<file path="src/rtl/chroma_pkg.sv">
package chroma_pkg;
  localparam int unsigned SC_DIV_DEF  = 64;  // fast clocks per subcarrier period
  localparam int unsigned DAC_PER_SC  = 4;   // DAC loads per subcarrier period
  localparam int unsigned PH_N_DEF    = 16;  // distinct chroma phases
  localparam int unsigned MIN_HS_DEF  = 8;   // minimum qualifying sync width
endpackage

</file>
<file path="src/rtl/chroma_hs_qual.sv">
module chroma_hs_qual #(
  parameter int unsigned MIN_HS = 8
) (
  input  logic clk_i,
  input  logic rst_ni,
  input  logic hsync_i,
  output logic restart_o
);
  localparam int unsigned HC_W = $clog2(MIN_HS + 1);
  localparam logic [HC_W-1:0] HC_MAX = HC_W'(MIN_HS);

  logic            sync1_q, sync2_q;
  logic [HC_W-1:0] hi_cnt_q;

  always_ff @(posedge clk_i or negedge rst_ni) begin
    if (!rst_ni) begin
      sync1_q  <= 1'b0;
      sync2_q  <= 1'b0;
      hi_cnt_q <= '0;
    end else begin
      sync1_q <= hsync_i;
      sync2_q <= sync1_q;
      if (!sync2_q)             hi_cnt_q <= '0;
      else if (hi_cnt_q != HC_MAX) hi_cnt_q <= hi_cnt_q + 1'b1;
    end
  end

  // trailing edge of a run that reached the minimum width
  assign restart_o = !sync2_q && (hi_cnt_q == HC_MAX);
endmodule

</file>
<file path="src/rtl/chroma_phase_cnt.sv">
module chroma_phase_cnt #(
  parameter int unsigned SC_DIV = 64,
  localparam int unsigned CNT_W = $clog2(SC_DIV)
) (
  input  logic             clk_i,
  input  logic             rst_ni,
  input  logic             restart_i,
  output logic [CNT_W-1:0] cnt_o
);
  localparam logic [CNT_W-1:0] CNT_TOP = CNT_W'(SC_DIV - 1);

  always_ff @(posedge clk_i or negedge rst_ni) begin
    if (!rst_ni)               cnt_o <= '0;
    else if (restart_i)        cnt_o <= '0;
    else if (cnt_o == CNT_TOP) cnt_o <= '0;
    else                       cnt_o <= cnt_o + 1'b1;
  end
endmodule

</file>
<file path="src/rtl/chroma_strobe_gen.sv">
module chroma_strobe_gen #(
  parameter int unsigned SC_DIV = 64,
  parameter int unsigned DAC_N  = 4,
  parameter int unsigned PH_N   = 16,
  localparam int unsigned CNT_W  = $clog2(SC_DIV),
  localparam int unsigned PH_W   = $clog2(PH_N),
  localparam int unsigned SLOT_W = $clog2(SC_DIV / DAC_N),
  localparam int unsigned SHIFT  = CNT_W - PH_W
) (
  input  logic             clk_i,
  input  logic             rst_ni,
  input  logic [CNT_W-1:0] cnt_i,
  input  logic [CNT_W-1:0] offset_i,
  input  logic [PH_W-1:0]  colour_i,
  output logic             strobe_o,
  output logic [PH_W-1:0]  phase_o
);
  logic [CNT_W-1:0] rel;
  assign rel = cnt_i - offset_i;  // power-of-two modulus wraps naturally

  always_ff @(posedge clk_i or negedge rst_ni) begin
    if (!rst_ni) begin
      strobe_o <= 1'b0;
      phase_o  <= '0;
    end else begin
      strobe_o <= (rel[SLOT_W-1:0] == '0);
      phase_o  <= rel[CNT_W-1:SHIFT] + colour_i;
    end
  end
endmodule

</file>
<file path="src/rtl/chroma_phase_gen.sv">
module chroma_phase_gen #(
  parameter int unsigned SC_DIV = chroma_pkg::SC_DIV_DEF,
  parameter int unsigned DAC_N  = chroma_pkg::DAC_PER_SC,
  parameter int unsigned PH_N   = chroma_pkg::PH_N_DEF,
  parameter int unsigned MIN_HS = chroma_pkg::MIN_HS_DEF,
  localparam int unsigned CNT_W = $clog2(SC_DIV),
  localparam int unsigned PH_W  = $clog2(PH_N)
) (
  input  logic             clk_i,
  input  logic             rst_ni,
  input  logic             hsync_i,
  input  logic [CNT_W-1:0] offset_i,
  input  logic [PH_W-1:0]  colour_i,
  output logic             strobe_o,
  output logic [PH_W-1:0]  phase_o
);
  logic             restart;
  logic [CNT_W-1:0] cnt;

  chroma_hs_qual #(.MIN_HS(MIN_HS)) u_qual (
    .clk_i, .rst_ni, .hsync_i, .restart_o(restart)
  );

  chroma_phase_cnt #(.SC_DIV(SC_DIV)) u_cnt (
    .clk_i, .rst_ni, .restart_i(restart), .cnt_o(cnt)
  );

  chroma_strobe_gen #(.SC_DIV(SC_DIV), .DAC_N(DAC_N), .PH_N(PH_N)) u_strb (
    .clk_i, .rst_ni, .cnt_i(cnt), .offset_i, .colour_i, .strobe_o, .phase_o
  );
endmodule

</file>
<file path="config.mk">
export PLATFORM = sky130hd
export DESIGN_NAME = chroma_phase_gen
export DESIGN_NICKNAME = d
export VERILOG_FILES = /design/src/rtl/chroma_pkg.sv /design/src/rtl/chroma_hs_qual.sv /design/src/rtl/chroma_phase_cnt.sv /design/src/rtl/chroma_strobe_gen.sv /design/src/rtl/chroma_phase_gen.sv
export SDC_FILE = /design/constraint.sdc
export NUM_CORES = 1
export LEC_CHECK = 0
export BUFFER_PORTS_ARGS = -buffer_cell sky130_fd_sc_hd__buf_2
export CORE_UTILIZATION = 55
export DETAILED_ROUTE_END_ITERATION = 6
export GPL_ROUTABILITY_DRIVEN = 0
export GPL_TIMING_DRIVEN = 0
export PLACE_DENSITY = 0.83
export SLEW_MARGIN = 20
export SYNTH_ARGS = -nofsm -noshare
export SYNTH_HDL_FRONTEND = slang
export SYNTH_SLANG_ARGS = --single-unit
</file>
<file path="constraint.sdc">
create_clock -name clk_i -period 5.39 [get_ports clk_i]
set_clock_uncertainty 0.2 [all_clocks]
set_input_delay 0.8085 -clock clk_i [delete_from_list [all_inputs] [get_ports clk_i]]
set_output_delay 0.8085 -clock clk_i [all_outputs]
set_load 0.01 [all_outputs]
</file>
After elaboration in Yosys (flattened, before gate mapping):

Index checks and enable logic that the tools add are counted.

* register bits after elaboration: 17

* add/subtract/negate cells: 4
* eq/ne operators: 4
* muxes and demuxes: 4
* reductions and logical operators: 3

Operators with widths (number)
* two-way mux 6 bit: 2
* two-way mux 4 bit: 2
* adder 6 x 1 -> 6 bit, second input constant: 1
* == test 6 bit, second input constant: 1
* subtractor 6 bit: 1
* adder 4 x 1 -> 4 bit, second input constant: 1
* adder 4 bit: 1
* == test 4 bit, second input constant: 1
* logical NOT 4 bit: 1
* != test 4 bit, second input constant: 1
* != test 2 bit, second input constant: 1
* logical AND 1 bit: 1
* logical NOT 1 bit: 1

Longest topological paths before layout:

* word-level depth: 3
* mapped depth: 11
* depth with buffers taken out: 11

Hierarchy:

From an unflattened synthesis, not the netlist that was laid out.

* cell total of the unflattened synthesis: 89
* area, all modules: 969.7 µm²

By module, submodules not included
* chroma_strobe_gen: instances 1, cells an instance 41, area each 426.7 µm², seq. area each 125.1 µm²
* chroma_hs_qual: instances 1, cells an instance 23, area each 276.5 µm², seq. area each 150.1 µm²
* chroma_phase_cnt: instances 1, cells an instance 25, area each 266.5 µm², seq. area each 150.1 µm²

Least setup slack after synthesis:

OpenSTA, ideal clock, no wires.

* kind: input-to-reg
* from: input port offset_i[1]
* to: register u_strb.phase_o[3]
* library setup time: 80 ps
* arrival time: 2603 ps
* data required time: 5110 ps
* setup slack: 2507 ps
* stages: 10
* buffers on the path: 0
* cells stage by stage: inv_1 -> ha_1 -> a21o_1 -> a21o_1 -> xor2_1 -> ha_1 -> a21o_1 -> a21oi_1 -> xnor2_1 -> xnor2_1

* longest elaborated chain between the ends: 2

Ends and longest elaborated chain
* start, declared: line chroma_phase_gen.sv:12 `input logic [CNT_W-1:0] offset_i,`
* subtractor 6 bit: line chroma_strobe_gen.sv:19 `assign rel = cnt_i - offset_i;`
* adder 4 bit: line chroma_strobe_gen.sv:27 `phase_o <= rel[CNT_W-1:SHIFT] + colour_i;`
* end signal, assigned: line chroma_strobe_gen.sv:27
* end, declared: line chroma_strobe_gen.sv:16 `output logic [PH_W-1:0] phase_o`

Every way passes these cells.
A chain may end at the register's enable or synchronous reset.

Worst setup path in the final report:

Same ends and word-level chain as after synthesis.

==> load_flow_metrics.sql <==
INSERT INTO impl_metrics (metric_group, metric, value, unit) VALUES
('run_status', 'status', 'complete, but fails checks', ''),
('run_status', 'violated_checks', 'DRC', ''),
('floorplan', 'floorplan.core_area', '1560', 'um2'),
('cts', 'cts-resized-gates', '0', ''),
('power', 'power_density', '530', 'nW/um2'),
('power', 'power.internal', '0.345', 'mW'),
('setup_path', 'crit_type', 'primary input to register', ''),
('global_route', 'globalRouteMet2Util', '34.5', '%'),
('route', 'final_antenna_net_count', '0', ''),
('timing', 'final_min_period_over_clock_period', '54.1', '%'),
('yosys', 'synth-edff-count', '0', ''),
('cts', 'number_of_post_cts_setup_repair_buffers', '0', ''),
('route', 'drc_errors', '5', ''),
('timing', 'hold_viol_final', '0', ''),
('floorplan', 'top_level_ports', '18', ''),
('setup_path', 'critical_path.startpoint_type', 'primary input', ''),
('timing', 'timing.max_slew.rel_slack', '73.3', '%'),
('yosys', 'avgSynthCellArea', '11.1', 'um2'),
('timing', 'timing_worst_slew_pin_value', '0.398', 'ns'),
('power', 'power_frac_clock', '12.1', '%'),
('yosys', 'synth.top_cells.by_count', 'sky130_fd_sc_hd__dfrtp_1, sky130_fd_sc_hd__ha_1, sky130_fd_sc_hd__xnor2_1', ''),
('yosys', 'ys_types', '21', ''),
('yosys', 'synth_top_area_share', '45.0', '%'),
('global_route', 'top_usage_layer', 'met2', ''),
('route', 'initial_drc_count', '11', ''),
('timing', 'finalSetupTns', '0', 'ns'),
('setup_path', 'crit_chain', 'buf_2 -> inv_1 -> ha_1 -> a21o_1 -> a21o_1 -> xor2_1 -> ha_1 -> a21o_1 -> a21oi_1 -> xnor2_1 -> xnor2_1', ''),
('global_route', 'maximum_number_of_pins_on_one_net_before_global_route_repair', '18', ''),
('setup_path', 'worst-endpoint-arrival', '2.92', 'ns'),
('setup_path', 'most_used_cell_along_the_critical_path', 'sky130_fd_sc_hd__a21o_1', ''),
('yosys', 'synth.net_count', '111', ''),
('power', 'total_net_switching_power', '0.226', 'mW'),
('setup_path', 'buffers_plus_inverters_on_the_worst_setup_path', '2', ''),
('yosys', 'synth.ff_latch_count', '17', ''),
('place', 'place_hpwl', '1.23', 'mm'),
('floorplan', 'die-area', '1890', 'um2'),
('yosys', 'synth_most_common_cell', 'sky130_fd_sc_hd__dfrtp_1', ''),
('cts', 'cts-htree-levels', '1', ''),
('global_route', 'grt_pass1_vias', '638', ''),
('global_route', 'use_met3', '2.50', '%'),
('global_route', 'grt_antenna_before_repair', '0', ''),
('global_route', 'globalRoute.totalOverflow', '0', ''),
('floorplan', 'chipWidth', '43.5', 'um'),
('layout', 'area.growth.synth_to_final', '14.0', '%'),
('setup_path', 'path_delay_family', 'compound AO/OA/AOI/OAI gates', ''),
('place', 'pre_cts_slack', '2.19', 'ns'),
('layout', 'num_antenna_cells', '0', ''),
('cts', 'clockBufferDepth', '2', ''),
('cts', 'ctsHoldBuffers', '0', ''),
('yosys', 'yosys_warnings', '0', ''),
('timing', 'timing.final.setup_violations', '0', ''),
('place', 'place.port_buffers', '17', ''),
('setup_path', 'delay_of_the_slowest_cell_on_the_worst_path', '0.33', 'ns'),
('timing', 'layout_min_cycle_time', '2.91', 'ns'),
('setup_path', 'required', '5.40', 'ns'),
('cts', 'tritoncts', 'built', ''),
('power', 'power.share.combinational', '51.9', '%'),
('timing', 'fmax', '343', 'MHz'),
('power', 'p_seq_share', '36.0', '%'),
('yosys', 'ys_dominant_reg_cell', 'sky130_fd_sc_hd__dfrtp_1', ''),
('setup_path', 'worst_path_max_delay_cell', 'sky130_fd_sc_hd__xor2_1', ''),
('setup_path', 'cp-end-kind', 'register', ''),
('route', 'routed_wirelength', '1.53', 'mm'),
('power', 'power.share.switching', '39.6', '%'),
('floorplan', 'die_height', '43.5', 'um'),
('floorplan', 'floorplan.initialDensity', '60.7', '%'),
('cts', 'clkTransAtPathRegs', '0.10', 'ns'),
('route', 'post_drt_via_cell_ratio', '5.20', ''),
('yosys', 'seq_area_frac_synth', '45.0', '%'),
('setup_path', 'worst-path-max-fanout', '3', ''),
('cts', 'cts_inserted_buffers', '3', '');
per-layer routing:
layer	routed length [um]	share of wire [%]
met2	824	54
met4	17	1.1
met3	46	3.0
met1	637	42
met5	0	0
registers in the layout (all words and copies together), names as in the netlist:
name / cells
u_qual.sync2_q: 1
u_qual.sync1_q: 1
u_strb.strobe_o: 1
u_cnt.cnt_o: 6
u_qual.hi_cnt_q: 4
u_strb.phase_o: 4
stage by stage:
stage / hold WS, ns / utilization [%] / area, um2
6_report: 0.167 / 69.2 / 1080
5_1_grt: 0.174 / 69.2 / 1080
4_1_cts: 0.170 / 69.2 / 1080
3_5_place_dp: 0.138 / 67.4 / 1050
3_3_place_gp: 0.134 / 67.4 / 1050
2_1_floorplan: 0.131 / - / 946
cells by family (layout without fill, tap and decap cells):
kind of cell,after synthesis,after routing,synth area share [%]
muxes,1,1,1.06
AOI/OAI and AO/OA,11,11,7.81
DFF,17,17,45.0
adders and majority gates,13,13,18.8
buffers and inverters,8,29,3.17
xor gates and xnor gates,14,14,13.0
and+or+nand+nor,21,21,11.2
cell usage in the layout, fill, tap and decap left out, drive strengths merged:
cell    count
a21oi       2
xnor2       8
a31oi       1
nor2b       1
a21boi      1
clkbuf      3
nor2        7
ha         11
dfrtp      17
nand3       4
and2        3
fa          2
inv         8
nor3        1
a21o        5
o21bai      1
nand2       4
buf        17
nor4b       1
xor2        6
mux2i       1
clkinv      1
o21ai       1
power by group through the flow:
stage / logic (mW) / clock network [mW] / registers, mW
floorplan: 0.216 / 0 / 0.212
global placement: 0.273 / 0 / 0.206
detailed placement: 0.297 / 0 / 0.208
CTS: 0.302 / 0.0716 / 0.205
global route: 0.335 / 0.0741 / 0.211
finish: 0.297 / 0.0691 / 0.205
layout make-up:
| type | count | area, um2 | share of cell area (%) |
|---|---|---|---|
| well taps | 16 | 20.0 | 1.86 |
| repair buffers | 17 | 85.1 | 7.89 |
| inverters | 8 | 30.0 | 2.78 |
| flip-flops and latches | 17 | 425 | 39.4 |
| clock inverters | 1 | 5.00 | 0.464 |
| multi-input cells | 60 | 490 | 45.5 |
| clock buffers | 3 | 22.5 | 2.09 |
final timing paths:
path	endpoint	startpoint	cells past startpoint
worst min-delay path	u_qual.sync2_q$_DFF_PN0_	u_qual.sync1_q$_DFF_PN0_	0
max in group asynchronous	u_cnt.cnt_o[3]$_DFF_PN0_	rst_ni	1
worst max register to register	u_strb.phase_o[3]$_DFF_PN0_	u_cnt.cnt_o[1]$_DFF_PN0_	9
min in group asynchronous	u_strb.phase_o[1]$_DFF_PN0_	rst_ni	1
worst min register to register	u_qual.sync2_q$_DFF_PN0_	u_qual.sync1_q$_DFF_PN0_	0
worst max-delay path	u_strb.phase_o[3]$_DFF_PN0_	offset_i[1]	11
No activity file was read; power rests on OpenSTA's default activity.
